==> config.mk <==
export PLATFORM = sky130hd
export DESIGN_NAME = sect_dir
export DESIGN_NICKNAME = d
export VERILOG_FILES = /design/src/rtl/sdir_pkg.sv /design/src/rtl/sdir_match.sv /design/src/rtl/sdir_stats.sv /design/src/rtl/sect_dir.sv
export SDC_FILE = /design/constraint.sdc
export NUM_CORES = 2
export LEC_CHECK = 0
export BUFFER_PORTS_ARGS = -buffer_cell sky130_fd_sc_hd__buf_2
export CORE_MARGIN = 5
export CORE_UTILIZATION = 35
export CTS_BUF_LIST = sky130_fd_sc_hd__clkbuf_16
export DETAILED_ROUTE_END_ITERATION = 8
export GPL_ROUTABILITY_DRIVEN = 0
export GPL_TIMING_DRIVEN = 0
export RECOVER_POWER = 100
export SYNTH_ARGS = -nofsm -noshare
export SYNTH_HDL_FRONTEND = slang
export SYNTH_SLANG_ARGS = --single-unit
export TNS_END_PERCENT = 1
==> constraint.sdc <==
create_clock -name clk -period 5.08 [get_ports clk]
set_clock_uncertainty 0.05 [all_clocks]
set_input_delay 0.762 -clock clk [delete_from_list [all_inputs] [get_ports clk]]
set_output_delay 0.762 -clock clk [all_outputs]
set_load 0.01 [all_outputs]
==> src/rtl/sdir_pkg.sv <==
package sdir_pkg;
   typedef enum logic [1:0] {
      RES_HIT      = 2'd0,
      RES_SECMISS  = 2'd1,
      RES_LINEMISS = 2'd2
   } res_e;

   typedef enum logic [1:0] {
      ST_IDLE = 2'd0,
      ST_LOOK = 2'd1,
      ST_WB   = 2'd2,
      ST_FILL = 2'd3
   } dir_state_e;

   function automatic int popc(input logic [63:0] v);
      int n;
      n = 0;
      for (int i = 0; i < 64; i++) n += int'(v[i]);
      return n;
   endfunction
endpackage

==> src/rtl/sdir_match.sv <==
module sdir_match #(
   parameter int NLINES = 16,
   parameter int TW     = 13,
   localparam int LIB   = $clog2(NLINES)
) (
   input  logic                       clk,
   input  logic                       rst_n,
   input  logic [NLINES-1:0]          vld,
   input  logic [NLINES-1:0][TW-1:0]  tags,
   input  logic [TW-1:0]              key,
   output logic                       hit,
   output logic [LIB-1:0]             hit_idx
);
   logic [NLINES-1:0] match;

   for (genvar i = 0; i < NLINES; i++) begin : g_cmp
      assign match[i] = vld[i] && (tags[i] == key);
   end

   always_comb begin
      hit_idx = '0;
      for (int i = NLINES - 1; i >= 0; i--)
         if (match[i]) hit_idx = LIB'(i);
   end
   assign hit = |match;

   // a line address is resident in at most one line
   p_unique_r10: assert property (@(posedge clk) disable iff (!rst_n) $onehot0(match));
endmodule

==> src/rtl/sdir_stats.sv <==
module sdir_stats #(
   parameter int NSEC = 2,
   parameter int CW   = 16,
   localparam int HBW = $clog2(NSEC + 1)
) (
   input  logic                 clk,
   input  logic                 rst_n,
   input  logic                 ev_done,
   input  logic                 ev_write,
   input  logic                 ev_jump,
   input  logic                 ev_secmiss,
   input  logic                 ev_linemiss,
   input  logic                 ev_wclean,
   input  logic                 ev_wb,
   input  logic [HBW-1:0]       hist_bin,
   output logic [CW-1:0]        st_probes,
   output logic [CW-1:0]        st_reads,
   output logic [CW-1:0]        st_writes,
   output logic [CW-1:0]        st_sec_miss,
   output logic [CW-1:0]        st_line_miss,
   output logic [CW-1:0]        st_wr_miss,
   output logic [CW-1:0]        st_jmp_miss,
   output logic [CW-1:0]        st_wr_clean,
   output logic [CW-1:0]        st_wb,
   output logic [NSEC*CW-1:0]   st_hist
);
   logic any_miss;
   assign any_miss = ev_secmiss | ev_linemiss;

   always_ff @(posedge clk) begin
      if (!rst_n) begin
         st_probes <= '0; st_reads <= '0; st_writes <= '0;
         st_sec_miss <= '0; st_line_miss <= '0; st_wr_miss <= '0;
         st_jmp_miss <= '0; st_wr_clean <= '0; st_wb <= '0;
      end else begin
         if (ev_done) st_probes <= st_probes + 1'b1;
         if (ev_done && !ev_write) st_reads <= st_reads + 1'b1;
         if (ev_done && ev_write) st_writes <= st_writes + 1'b1;
         if (ev_secmiss) st_sec_miss <= st_sec_miss + 1'b1;
         if (ev_linemiss) st_line_miss <= st_line_miss + 1'b1;
         if (any_miss && ev_write) st_wr_miss <= st_wr_miss + 1'b1;
         if (any_miss && ev_jump) st_jmp_miss <= st_jmp_miss + 1'b1;
         if (ev_wclean) st_wr_clean <= st_wr_clean + 1'b1;
         if (ev_wb) st_wb <= st_wb + 1'b1;
      end
   end

   for (genvar b = 0; b < NSEC; b++) begin : g_bin
      always_ff @(posedge clk) begin
         if (!rst_n) st_hist[b*CW +: CW] <= '0;
         else if (any_miss && hist_bin == HBW'(b + 1))
            st_hist[b*CW +: CW] <= st_hist[b*CW +: CW] + 1'b1;
      end
   end

   // write misses never outnumber all misses
   p_wrmiss_r8: assert property (@(posedge clk) disable iff (!rst_n)
      (CW+1)'(st_wr_miss) <= (CW+1)'(st_sec_miss) + (CW+1)'(st_line_miss));
   // a miss always lands in a bin between 1 and NSEC
   p_bin_range_r9: assert property (@(posedge clk) disable iff (!rst_n)
      any_miss |-> (hist_bin != '0 && hist_bin <= HBW'(NSEC)));
endmodule

==> src/rtl/sect_dir.sv <==
module sect_dir
   import sdir_pkg::*;
#(
   parameter int AW     = 16,
   parameter int NLINES = 16,
   parameter int NSEC   = 2,
   parameter int WPS    = 4,
   parameter int CW     = 16,
   localparam int LIB   = $clog2(NLINES),
   localparam int WPSB  = $clog2(WPS),
   localparam int SECB  = $clog2(NSEC),
   localparam int OFFB  = WPSB + SECB,
   localparam int TW    = AW - OFFB,
   localparam int HBW   = $clog2(NSEC + 1)
) (
   input  logic                clk,
   input  logic                rst_n,
   input  logic                probe_valid,
   output logic                probe_ready,
   input  logic                probe_write,
   input  logic                probe_jump,
   input  logic [AW-1:0]       probe_addr,
   input  logic [LIB-1:0]      victim_idx,
   output logic                rsp_valid,
   output logic [1:0]          rsp_kind,
   output logic                fetch_valid,
   output logic [AW-1:0]       fetch_addr,
   output logic                wb_valid,
   input  logic                wb_ready,
   output logic [AW-1:0]       wb_addr,
   output logic [NLINES-1:0]   line_refd,
   input  logic [NLINES-1:0]   ref_clr,
   output logic [CW-1:0]       st_probes,
   output logic [CW-1:0]       st_reads,
   output logic [CW-1:0]       st_writes,
   output logic [CW-1:0]       st_sec_miss,
   output logic [CW-1:0]       st_line_miss,
   output logic [CW-1:0]       st_wr_miss,
   output logic [CW-1:0]       st_jmp_miss,
   output logic [CW-1:0]       st_wr_clean,
   output logic [CW-1:0]       st_wb,
   output logic [NSEC*CW-1:0]  st_hist
);
   if (NSEC < 2 || NSEC > 64 || (1 << SECB) != NSEC) begin : g_bad_nsec
      $error("NSEC must be a power of two between 2 and 64");
   end
   if (WPS < 1 || (1 << WPSB) != WPS) begin : g_bad_wps
      $error("WPS must be a power of two");
   end
   if ((1 << LIB) != NLINES || TW < 1) begin : g_bad_geom
      $error("NLINES must be a power of two and AW must exceed the line offset");
   end

   // line state
   logic [NLINES-1:0]           vld_q;
   logic [NLINES-1:0][TW-1:0]   tag_q;
   logic [NLINES-1:0][NSEC-1:0] pres_q, dirty_q, refd_q;

   // latched probe
   dir_state_e      st_q;
   logic            p_write, p_jump;
   logic [TW-1:0]   p_tag;
   logic [SECB-1:0] p_sec;
   logic [LIB-1:0]  vic_q;
   logic [TW-1:0]   vic_tag;
   logic [NSEC-1:0] wb_mask;

   logic            hit;
   logic [LIB-1:0]  hit_idx;
   logic [NSEC-1:0] sec_oh;
   logic [SECB-1:0] wb_sec;
   logic [NSEC-1:0] wb_oh;
   logic            hit_now, sec_absent, fill_now;
   logic            unused_lo;

   assign unused_lo = ^probe_addr[WPSB > 0 ? WPSB-1 : 0];

   sdir_match #(.NLINES(NLINES), .TW(TW)) u_match (
      .clk(clk), .rst_n(rst_n), .vld(vld_q), .tags(tag_q), .key(p_tag),
      .hit(hit), .hit_idx(hit_idx)
   );

   assign sec_oh     = NSEC'(1) << p_sec;
   assign hit_now    = (st_q == ST_LOOK) && hit;
   assign sec_absent = !pres_q[hit_idx][p_sec];
   assign fill_now   = (st_q == ST_FILL);
   assign probe_ready = (st_q == ST_IDLE);

   always_comb begin
      wb_sec = '0;
      for (int i = NSEC - 1; i >= 0; i--)
         if (wb_mask[i]) wb_sec = SECB'(i);
   end
   assign wb_oh    = NSEC'(1) << wb_sec;
   assign wb_valid = (st_q == ST_WB);
   if (WPSB > 0) begin : g_wb_lo
      assign wb_addr = {vic_tag, wb_sec, {WPSB{1'b0}}};
   end else begin : g_wb_nolo
      assign wb_addr = {vic_tag, wb_sec};
   end

   for (genvar i = 0; i < NLINES; i++) begin : g_refd
      assign line_refd[i] = |refd_q[i];
   end

   always_ff @(posedge clk) begin
      if (!rst_n) begin
         st_q <= ST_IDLE;
         vld_q <= '0; tag_q <= '0; pres_q <= '0; dirty_q <= '0; refd_q <= '0;
         p_write <= 1'b0; p_jump <= 1'b0; p_tag <= '0; p_sec <= '0;
         vic_q <= '0; vic_tag <= '0; wb_mask <= '0;
         rsp_valid <= 1'b0; rsp_kind <= '0; fetch_valid <= 1'b0; fetch_addr <= '0;
      end else begin
         rsp_valid   <= 1'b0;
         fetch_valid <= 1'b0;
         for (int i = 0; i < NLINES; i++)
            if (ref_clr[i]) refd_q[i] <= '0;
         if (WPSB > 0) fetch_addr <= AW'({p_tag, p_sec}) << WPSB;
         else          fetch_addr <= AW'({p_tag, p_sec});
         case (st_q)
            ST_IDLE: if (probe_valid) begin
               p_write <= probe_write;
               p_jump  <= probe_jump;
               p_tag   <= probe_addr[AW-1:OFFB];
               p_sec   <= probe_addr[OFFB-1:WPSB];
               st_q    <= ST_LOOK;
            end
            ST_LOOK: begin
               if (hit) begin
                  pres_q[hit_idx][p_sec] <= 1'b1;
                  refd_q[hit_idx][p_sec] <= 1'b1;
                  if (p_write) dirty_q[hit_idx][p_sec] <= 1'b1;
                  rsp_valid   <= 1'b1;
                  rsp_kind    <= sec_absent ? RES_SECMISS : RES_HIT;
                  fetch_valid <= sec_absent;
                  st_q        <= ST_IDLE;
               end else begin
                  vic_q   <= victim_idx;
                  vic_tag <= tag_q[victim_idx];
                  wb_mask <= vld_q[victim_idx] ? dirty_q[victim_idx] : '0;
                  st_q    <= (vld_q[victim_idx] && |dirty_q[victim_idx]) ? ST_WB : ST_FILL;
               end
            end
            ST_WB: if (wb_ready) begin
               wb_mask <= wb_mask & ~wb_oh;
               if ((wb_mask & ~wb_oh) == '0) st_q <= ST_FILL;
            end
            default: begin
               vld_q[vic_q]   <= 1'b1;
               tag_q[vic_q]   <= p_tag;
               pres_q[vic_q]  <= sec_oh;
               refd_q[vic_q]  <= sec_oh;
               dirty_q[vic_q] <= p_write ? sec_oh : '0;
               rsp_valid      <= 1'b1;
               rsp_kind       <= RES_LINEMISS;
               fetch_valid    <= 1'b1;
               st_q           <= ST_IDLE;
            end
         endcase
      end
   end

   // statistics events
   logic           ev_secmiss, ev_wclean;
   logic [HBW-1:0] hist_bin;
   assign ev_secmiss = hit_now && sec_absent;
   assign ev_wclean  = p_write && (fill_now || (hit_now && !dirty_q[hit_idx][p_sec]));
   assign hist_bin   = fill_now ? HBW'(1)
                                : HBW'(popc(64'(pres_q[hit_idx] | sec_oh)));

   sdir_stats #(.NSEC(NSEC), .CW(CW)) u_stats (
      .clk(clk), .rst_n(rst_n),
      .ev_done(hit_now || fill_now), .ev_write(p_write), .ev_jump(p_jump),
      .ev_secmiss(ev_secmiss), .ev_linemiss(fill_now), .ev_wclean(ev_wclean),
      .ev_wb(wb_valid && wb_ready), .hist_bin(hist_bin),
      .st_probes(st_probes), .st_reads(st_reads), .st_writes(st_writes),
      .st_sec_miss(st_sec_miss), .st_line_miss(st_line_miss), .st_wr_miss(st_wr_miss),
      .st_jmp_miss(st_jmp_miss), .st_wr_clean(st_wr_clean), .st_wb(st_wb),
      .st_hist(st_hist)
   );

   // a pending write-back request holds its address until taken
   p_wb_hold_r6: assert property (@(posedge clk) disable iff (!rst_n)
      wb_valid && !wb_ready |=> wb_valid && $stable(wb_addr));
   // no probe is accepted while write-backs drain
   p_wb_blocks_r6: assert property (@(posedge clk) disable iff (!rst_n)
      wb_valid |-> !probe_ready);
   // a fetch only accompanies a miss response
   p_fetch_miss_r4: assert property (@(posedge clk) disable iff (!rst_n)
      fetch_valid |-> rsp_valid && rsp_kind != RES_HIT);
   // a freshly filled line holds exactly one present sector
   p_fill_one_r7: assert property (@(posedge clk) disable iff (!rst_n)
      rsp_valid && rsp_kind == RES_LINEMISS |-> $onehot(pres_q[vic_q]));
endmodule

==> reports/results.ini <==
[status]
status=complete, but fails checks
failed_checks=capacitance limit, slew limit, setup timing

[routing]
via_per_inst=5.681
ant_nets=0
drt_first_pass_iters=9
wl_per_cell_um=23.25
drt_iter0_drc=3599
vias=27799
wirelength_um=113800
post-route-drc-count=0

[logic_synthesis]
syn_area_sq_um=28260
synth_seq_area_share_pct=39.03
synth-main-ff-cell=dfxtp_1
synth.largest_area_cell=dfxtp_1
ys_top_cells_by_count=nand2_1, dfxtp_1, a21oi_1
synth-edff-count=0
synthArstFlopShare_pct=0
syn_inst=3422
netlist.area_leader.share_pct=39.03
yosys_warnings=0
synthDistinctLibCells=83
synth_most_common_cell=nand2_1
post_synth.cell_area_avg_sq_um=8.259
synthTopCellsByArea=dfxtp_1, nand2_1, xnor2_1, a21oi_1, mux4_2
ys_seq_elements=551

[floorplanning]
pin_count=272
die_h_um=294.2
start_util_pct=35.20
die_x_um=294.2
die-area_sq_um=86540
coreArea_sq_um=80290
rows=104

[placement]
placed_area_sq_um=30940
io_buffers=264
dp_hpwl_um=88200

[setup_path]
critical-path-max-stage-delay_ps=620
start_kind=register
critPathRequiredTime_ps=5570
cp.depth=17
critPathArrivalTime_ps=5690
cp_slowest_cell=a211oi_4
rrSetupSlack_ps=-130
endpoint=u_stats.st_jmp_miss[15]$_SDFFE_PN0P_
crit_fanout=10
path_cells=buf_6 > buf_2 > xnor2_1 > nand4_1 > nor4_4 > a21oi_1 > a21boi_0 > a211oi_4 > mux2i_2 > a22oi_1 > nand4_1 > buf_4 > o31ai_4 > or4b_1 > clkbuf_1 > or3_1 > a21oi_1
crit_family=simple AND/OR/NAND/NOR gates
path_class=register to register
r2r_end=u_stats.st_jmp_miss[15]$_SDFFE_PN0P_
startpoint=p_tag[0]$_SDFFE_PN0P_
end_kind=register
reg2reg_from=p_tag[0]$_SDFFE_PN0P_
reg2reg_depth=17
path_buf_inv=4

[global_route]
gr-total-overflow=0
grt_pass1_vias=25415
track_usage_pct=24.97
antenna_found_initial=4
grt_max_degree=14
grt_pass1_wl_um=166200

[layout]
num-nets-final=3833
finish.instance_area_sq_um=33310
drive_gt1_share_pct=10.73
syn2layout_area_growth_pct=17.85

[timing]
worst_pin_slew_ps=1743
min_period_ps=5207
whs_ps=345.4
rsz0062_at_grt=true
relSlewSlack_pct=-17.27
finalWorstSetupSlack_ps=-126.9
fin_tns_setup_ps=-832.0
max_freq_ghz=0.1921
slew_violations=8
fin_crit_sh_pct=102.5
finalSetupViolations=12
finalHoldViolations=0

[hold_path]
min_path_cells=3
min_path_type=primary input to register

[pwr]
switchingPower_mw=2.913
power_density_nw_per_um2=309.2
combPwrFrac_pct=11.6
finalPower_mw=10.30
power.internal_mw=7.385
leakage_nw=10.65
switching_share_pct=28.29
seq_power_share_pct=42.6
peakVddDrop_uv=188.4
p_clk_share_pct=45.8

[cts]
cts.sinks=551
cts_htree_levels=3
cts_tree=built
cts-root-buf=clkbuf_16
clk_pin_slew_ps=60
numCtsBuffers=66
cts_hold_buf=0
cts_max_path_buffers=3
clk_latency_ps=630

[job]
cap_violations=1

-- cells in the final DEF, fill, tap and decap left out, drive strengths merged, types with 9 or more instances in the layout --
master,netlist,layout
o21ai,106,106
a31oi,26,26
a21oi,364,364
a22oi,9,9
ha,11,11
mux4,80,80
dfxtp,551,551
nor4,51,51
inv,37,54
nor2,277,277
buf,55,114
nor3,40,40
nand2,707,707
clkinv,0,25
and2,30,30
clkbuf,184,479
mux2,10,10
a211oi,29,29
mux2i,22,22
o221a,27,27
nor2b,16,16
xor2,69,69
nand4,106,106
o31ai,11,11
or2,22,22
and3,31,31
or4,15,15
nand3,85,85
nand2b,50,50
or3,32,32
o22ai,17,17
xnor2,260,260
-- stage by stage --
| stage | std cells | worst slack [ps] | util [%] |
|---|---|---|---|
| finish | 4893 | -126.9 | 41.49 |
| global placement | 4749 | -1096 | 38.51 |
| CTS | 4870 | -112.0 | 41.48 |
| floorplan | 3425 | 855.7 | - |
| global route | 4892 | -258.3 | 41.48 |
| detailed placement | 4750 | -1212 | 38.54 |
-- kinds of logic after synthesis --
logic type	count (synthesis)	synth area share, %
mux	112	7.566
compound gates	647	13.55
simple gates	1495	24.56
xor+xnor	329	10.27
flops	551	39.03
buf+inv	276	4.524
other cells	1	0.01327
fa+ha+maj	11	0.4870
-- per-layer routing --
layer / routed length [um] / GRT usage [%]
met5: 0 / 0.1109
met4: 6426 / 11.40
met3: 10730 / 4.996
met2: 51130 / 39.85
met1: 45480 / 32.77
-- tightest hold or removal path: cells and delay by family --
family | cells | cell delay [ps]
AND/OR/NAND/NOR | 1 | 50
buffers and inverters | 1 | 90
AO/OA/AOI/OAI | 1 | 50
-- sequential cells by signal, indices dropped and copies added (netlist names), 32 cells and up --
name / cells
tag_q: 208
dirty_q: 32
pres_q: 32
refd_q: 32
u_stats.st_hist: 32
-- power by group through the flow --
| stage | clock network (mW) | registers [mW] | logic [mW] |
|---|---|---|---|
| after floorplan | 0 | 4.48 | 0.703 |
| after global placement | 0 | 4.49 | 1.10 |
| after detailed placement | 0 | 4.49 | 1.10 |
| after CTS | 4.78 | 4.39 | 1.14 |
| after global routing | 4.95 | 4.39 | 1.25 |
| final | 4.72 | 4.39 | 1.19 |
-- how the worst min path moves through the flow --
stage / end / start / slack, ps
after floorplan: pres_q[13]$_SDFFE_PN0P_ / pres_q[13]$_SDFFE_PN0P_ / 370
after detailed placement: pres_q[24]$_SDFFE_PN0P_ / pres_q[24]$_SDFFE_PN0P_ / 390
after global routing: p_tag[1]$_SDFFE_PN0P_ / probe_addr[4] / 340
final: p_jump$_SDFFE_PN0P_ / probe_jump / 350
after CTS: p_jump$_SDFFE_PN0P_ / probe_jump / 320
after global placement: pres_q[13]$_SDFFE_PN0P_ / pres_q[13]$_SDFFE_PN0P_ / 390
-- area by class of cell --
type	count	area [sq um]
fill	8197	46980
multi-input combinational	2598	16310
sequential	551	11030
clock buffer	67	1677
tap	1060	1326
timing repair buffer	287	1210
buffer	239	1155
clock inverter	51	452.9
inverter	37	138.9
antenna	3	7.507
-- what timing repair did --
item / 4_1_cts / 5_1_grt
hold endpoints to repair: 0 / 0
gates resized for setup: 43 / 26
pin swaps: 7 / 18
endpoints found under the setup margin: 147 / 141
setup buffers: 2 / 20
gates cloned: 0 / 0
Note: power is estimated with default switching activity, not from simulation.
